## config.mk

```make
export PLATFORM = sky130hd
export DESIGN_NAME = align_sticky_shifter
export DESIGN_NICKNAME = d
export VERILOG_FILES = /design/src/rtl/align_shift_pkg.sv /design/src/rtl/align_shift_ctrl.sv /design/src/rtl/align_shift_dpath.sv /design/src/rtl/align_sticky_shifter.sv
export SDC_FILE = /design/constraint.sdc
export NUM_CORES = 1
export LEC_CHECK = 0
export BUFFER_PORTS_ARGS = -buffer_cell sky130_fd_sc_hd__clkbuf_2
export CAP_MARGIN = 20
export CORE_MARGIN = 4
export CORE_UTILIZATION = 50
export DETAILED_ROUTE_END_ITERATION = 8
export GPL_TIMING_DRIVEN = 0
export PLACE_DENSITY = 0.81
export SYNTH_ARGS = -nofsm -noshare
export SYNTH_HDL_FRONTEND = slang
export SYNTH_SLANG_ARGS = --single-unit
```

## constraint.sdc

```tcl
create_clock -name vclk -period 3.2
set_input_delay 0.64 -clock vclk [all_inputs]
set_output_delay 0.64 -clock vclk [all_outputs]
set_load 0.02 [all_outputs]
```

## src/rtl/align_shift_pkg.sv

```systemverilog
package align_shift_pkg;

  localparam int DEFAULT_WIDTH = 32;

  // Width of a distance field able to encode 0 .. width-1.
  function automatic int distBits(input int width);
    int n;
    n = 0;
    while ((1 << n) < width) n++;
    return (n < 1) ? 1 : n;
  endfunction

endpackage

```

## src/rtl/align_shift_ctrl.sv

```systemverilog
module align_shift_ctrl #(
  parameter int WIDTH  = align_shift_pkg::DEFAULT_WIDTH,
  parameter int DIST_W = align_shift_pkg::distBits(WIDTH)
) (
  input  logic [DIST_W-1:0] shiftDist,
  output logic [WIDTH-1:0]  stickyMask,
  output logic [DIST_W-1:0] stageEn
);

  // Thermometer code: bit i is set when i <= distance.
  // This covers every position that is shifted out, plus the one that
  // lands in bit 0.
  for (genvar i = 0; i < WIDTH; i++) begin : g_therm
    assign stickyMask[i] = (int'(shiftDist) >= i);
  end

  // Each stage of the log shifter is enabled by one distance bit.
  for (genvar k = 0; k < DIST_W; k++) begin : g_stage
    assign stageEn[k] = shiftDist[k];
  end

  always_comb begin
    assert_therm_count_R4: assert ($countones(stickyMask) == int'(shiftDist) + 1)
      else $error("sticky mask population does not match distance");
    assert_therm_base_R6: assert (stickyMask[0] == 1'b1)
      else $error("sticky mask must always cover bit 0");
  end

endmodule

```

## src/rtl/align_shift_dpath.sv

```systemverilog
module align_shift_dpath #(
  parameter int WIDTH  = align_shift_pkg::DEFAULT_WIDTH,
  parameter int DIST_W = align_shift_pkg::distBits(WIDTH)
) (
  input  logic [WIDTH-1:0]  dataIn,
  input  logic [WIDTH-1:0]  stickyMask,
  input  logic [DIST_W-1:0] stageEn,
  output logic [WIDTH-1:0]  dataOut
);

  logic [WIDTH-1:0] stageVal [DIST_W+1];
  logic             stickyBit;

  assign stageVal[0] = dataIn;

  for (genvar k = 0; k < DIST_W; k++) begin : g_shift
    localparam int STEP = 1 << k;
    assign stageVal[k+1] = stageEn[k] ? (stageVal[k] >> STEP) : stageVal[k];
  end

  assign stickyBit = |(dataIn & stickyMask);
  assign dataOut   = {stageVal[DIST_W][WIDTH-1:1], stageVal[DIST_W][0] | stickyBit};

  always_comb begin
    assert_clear_lsb_R5: assert (stickyBit || (dataOut[0] == 1'b0))
      else $error("result LSB set although no sticky bit present");
    assert_zero_word_R8: assert ((dataIn != '0) || (dataOut == '0))
      else $error("zero input gave nonzero result");
  end

endmodule

```

## src/rtl/align_sticky_shifter.sv

```systemverilog
module align_sticky_shifter #(
  parameter int WIDTH  = align_shift_pkg::DEFAULT_WIDTH,
  parameter int DIST_W = align_shift_pkg::distBits(WIDTH)
) (
  input  logic [WIDTH-1:0]  dataIn,
  input  logic [DIST_W-1:0] shiftDist,
  output logic [WIDTH-1:0]  dataOut
);

  logic [WIDTH-1:0]  stickyMask;
  logic [DIST_W-1:0] stageEn;

  align_shift_ctrl #(.WIDTH(WIDTH), .DIST_W(DIST_W)) u_ctrl (
    .shiftDist (shiftDist),
    .stickyMask(stickyMask),
    .stageEn   (stageEn)
  );

  align_shift_dpath #(.WIDTH(WIDTH), .DIST_W(DIST_W)) u_dpath (
    .dataIn    (dataIn),
    .stickyMask(stickyMask),
    .stageEn   (stageEn),
    .dataOut   (dataOut)
  );

  always_comb begin
    assert_pass_through_R6: assert ((shiftDist != '0) || (dataOut == dataIn))
      else $error("distance zero must pass input unchanged");
    assert_top_zero_R3: assert ((shiftDist == '0) ||
                                ((dataOut >> (WIDTH - int'(shiftDist))) == '0))
      else $error("vacated top bits not zero");
    assert_sticky_lsb_R4: assert (dataOut[0] ==
                                  |(dataIn << (WIDTH - 1 - int'(shiftDist))))
      else $error("result LSB disagrees with discarded bits");
  end

endmodule

```

### Word-level counts from Yosys, hierarchy flattened

Index checks and enable logic that the tools add are counted.
Widths: inputs -> output; s select.

* memories: 0
* flip-flop bits (word level): 0
* memory bits (writable): 0
* latch bits: 0
* ROM bits: 0
* output and inout bits: 32

* reductions and logical operators: 1
* bitwise operators: 2
* magnitude comparators: 31
* multiplexer cells: 5
* $add $sub $neg: 0
* shift operators: 0
* equal/unequal tests: 0
* div/mod/pow operators: 0
* multipliers: 0

Operator list (count)
* $mux 32: 5
* $ge 5x5->1 const B: 16
* $ge 5x4->1 const B: 8
* $and 32x32->32: 1
* $reduce_or 32->1: 1
* $ge 5x3->1 const B: 4
* $ge 5x2->1 const B: 2
* $ge 5x1->1 const B: 1
* $or 1x1->1: 1

### Longest topological paths before layout

* depth in word-level cells: 6
* mapped depth: 8
* gate-level depth less buffers: 5

### Hierarchy

A second synthesis with hierarchy kept.

* cells, all modules: 284
* area, all modules: 2290.9 sq um

Modules (own cells, without submodules)
* align_shift_dpath: cells each 222, times used 1, seq. area each 0.0 sq um, area an instance 1961.9 sq um
* align_shift_ctrl: cells each 62, times used 1, seq. area each 0.0 sq um, area an instance 329.1 sq um

### Worst setup path before layout

No wires, ideal clock.

* path kind: input-to-output
* start point: input shiftDist[2]
* end point: output dataOut[4]
* required time: 2560 ps
* path slack: 333 ps
* arrival time: 2227 ps
* cell stages on the path: 7
* cells stage by stage: buf_4 > inv_1 > buf_4 > buf_2 > mux4_2 > mux2_2 > a21oi_1

* word-level cells in the longest chain between the ends: 3

RTL lines
* start: declaration: RTL line align_sticky_shifter.sv:6 `input logic [DIST_W-1:0] shiftDist,`
* $mux 32 (3 in series): RTL line align_shift_dpath.sv:18 `assign stageVal[k+1] = stageEn[k] ? (stageVal[k] >> STEP) : stageVal[k];`
* end: declaration: RTL line align_sticky_shifter.sv:7 `output logic [WIDTH-1:0] dataOut`

Every way passes these cells.

### Worst setup path in the final report

* start point: input shiftDist[2]
* end point: output dataOut[0]

* word-level cells in the longest chain between the ends: 4

RTL lines
* $ge 5x1->1 (tied with other cells): RTL line align_shift_ctrl.sv:14 `assign stickyMask[i] = (int'(shiftDist) >= i);`
* $and 32x32->32 / $mux 32 (equally long branches): RTL line align_shift_dpath.sv:21, align_shift_dpath.sv:18
* $reduce_or 32->1 / $mux 32 (equally long branches): RTL line align_shift_dpath.sv:21, align_shift_dpath.sv:18
* $or 1x1->1 (*): RTL line align_shift_dpath.sv:22 `assign dataOut = {stageVal[DIST_W][WIDTH-1:1], stageVal[DIST_W][0] | stickyBit};`

Every way passes the cells marked *; elsewhere a longest branch is shown, timed or not.

==> flow_summary.toml <==
[run_status]
status = "finished clean"

[synthesis]
yosysTopAreaCellShare_pct = 17.75
synth_area_leaders = "mux4_2 18%, mux2i_1 18%, mux2_2 13%"
avgSynthCellArea_um2 = 8.296
yosysSeqAreaShare_pct = 0
syn_nets = 297
synthCells = 260
syn_area_um2 = 2157
yosys.area.top_type = "mux4_2"
yosys_warnings = 0
synth_cell_types = 51

[cells_and_area]
syn_to_final_growth_pct = 19.66
num-clock-buffers = 0
fin_nets = 366
seq_cell_count = 0
stdcell_count = 377
antenna_cells = 0
drive_gt1_share_pct = 42.51
mostFrequentLayoutCell = "clkbuf_2"
layout_common_cells = "69 x clkbuf_2, 34 x mux2i_1, 29 x nor2_1"
layout.area.seq_um2 = 0

[global_routing]
antenna_found_initial = 0
grt_max_degree = 11
grt_pass1_wl_mm = 12.41
grt_overflow = 0
grt_pass1_vias = 2402
grt_use_total_pct = 28.52

[pwr]
clkPwrFrac_pct = 0
p_switching_uw = 281.3
power_frac_seq_pct = 0
peakVddDrop_uv = 83.30
p_leak_nw = 1.150
powerDensity_nw_per_um2 = 189.5
p_total_uw = 489.1
p_comb_share_pct = 100.0
p_int_uw = 207.8
switching_share_pct = 57.52

[min_path]
hold_path_end = "dataOut[0]"
hold_depth = 5
hp-class = "in -> out"
worstHoldStart = "dataIn[0]"

[timing]
holdWs_ns = 1.747
hold_violations = 0
rsz0062_at_grt = "yes"
finalCriticalPeriod_ns = 3.187
drv_slew = 0
setup_ws_ns = 0.01276
setup_viol = 0
max_freq_mhz = 313.8
max_slew_margin_pct = 66.99
tightest_slew_ns = 0.4814
post-route-period-util_pct = 99.60

[floorplanning]
die_y_um = 73.68
ios = 69
rows = 23
coreArea_um2 = 4086
start_util_pct = 52.79
dieWidth_um = 73.68
dieArea_um2 = 5429

[flow_run]
max-cap-violations = 0

[critical_path]
worstSetupStartpointType = "primary input"
path_max_fanout = 10
crit_required_ns = 2.56
crit_path_end_kind = "output port"
critPathArrivalTime_ns = 2.55
critPathLaunch = "shiftDist[2]"
criticalPathCategory = "in -> out"

[routing]
drt_iter0_drc = 259
drt-total-wl_mm = 7.959
via_per_inst = 6.812
via_count = 2568
drtPass1Iterations = 5
drcViolationCount = 0
wl_per_cell_um = 21.11
antenna_left = 0

[placed_design]
gp_congestion = 0.9853
numPortBuffers = 67
hpwl_mm = 6.171
dp_slack_ns = 0.01819
dp.cells = 377

[clock_tree]
ctsHoldBuffers = 0
==> worst max-delay path, cell delays in order <==
cell	delay, ns
buf_4	0.15
inv_1	0.11
buf_4	0.24
mux2_2	0.37
mux4_2	0.53
a31oi_1	0.20
or4_1	0.14
clkbuf_2	0.16
==> layout make-up <==
type                       count  area, um^2
buffer                        28       209.0
fill                         380        1505
inverter                       5       18.77
multi-input combinational    227        1956
tap                           50       62.56
timing repair buffer          67       335.3
==> cell usage after synthesis (5+ instances only) <==
cell type	count
a211oi_1	5
buf_2	6
nor2_1	29
mux2i_1	38
mux2_2	24
mux4_2	17
nor3_1	6
nand2_1	18
o21ai_0	22
a21oi_1	18
clkbuf_1	8
o22ai_1	6
buf_4	5
==> power by group through the flow <==
| stage | Sequential, mW | Combinational (mW) | Clock, mW |
|---|---|---|---|
| 2_1_floorplan | 0 | 0.326 | 0 |
| 3_3_place_gp | 0 | 0.465 | 0 |
| 3_5_place_dp | 0 | 0.471 | 0 |
| 4_1_cts | 0 | 0.473 | 0 |
| 5_1_grt | 0 | 0.518 | 0 |
| 6_report | 0 | 0.489 | 0 |
==> worst max-delay path by stage <==
stage,endpoint
finish,dataOut[0]
detailed placement,dataOut[0]
CTS,dataOut[0]
floorplan,dataOut[4]
global placement,dataOut[7]
global route,dataOut[0]
==> through the flow <==
stage	cell area (um^2)	util, %	setup TNS [ns]
finish	2581	63.17	0
global route	2581	63.17	-0.06014
CTS	2555	62.52	0
detailed placement	2555	62.52	0
global placement	2555	62.52	0
floorplan	2157	-	0
==> logic make-up after synthesis <==
family                   count (synthesis)  share of synthesized area [%]
AND/OR/NAND/NOR                         71                          15.43
AO/OA/AOI/OAI                           71                          20.48
buffers and inverters                   33                          10.15
adder cells (fa/ha/maj)                  1                         0.4641
multiplexers                            84                          53.48
==> metal layers <==
metal / wire length, um / global-route usage, % / vias up
met2: 3584 / 44.59 / 200
met4: 189 / 10.87 / 0
met1: 3247 / 40.02 / 1197
met5: 0 / 0 / -
li1: - / - / 1153
met3: 937 / 3.146 / 18
==> repair_timing <==
| item | CTS | global route |
|---|---|---|
| setup endpoints to repair | 0 | 8 |
| gates resized for setup | 0 | 10 |
| buffers inserted | 0 | 0 |
No activity file was read; power rests on OpenSTA's default activity.
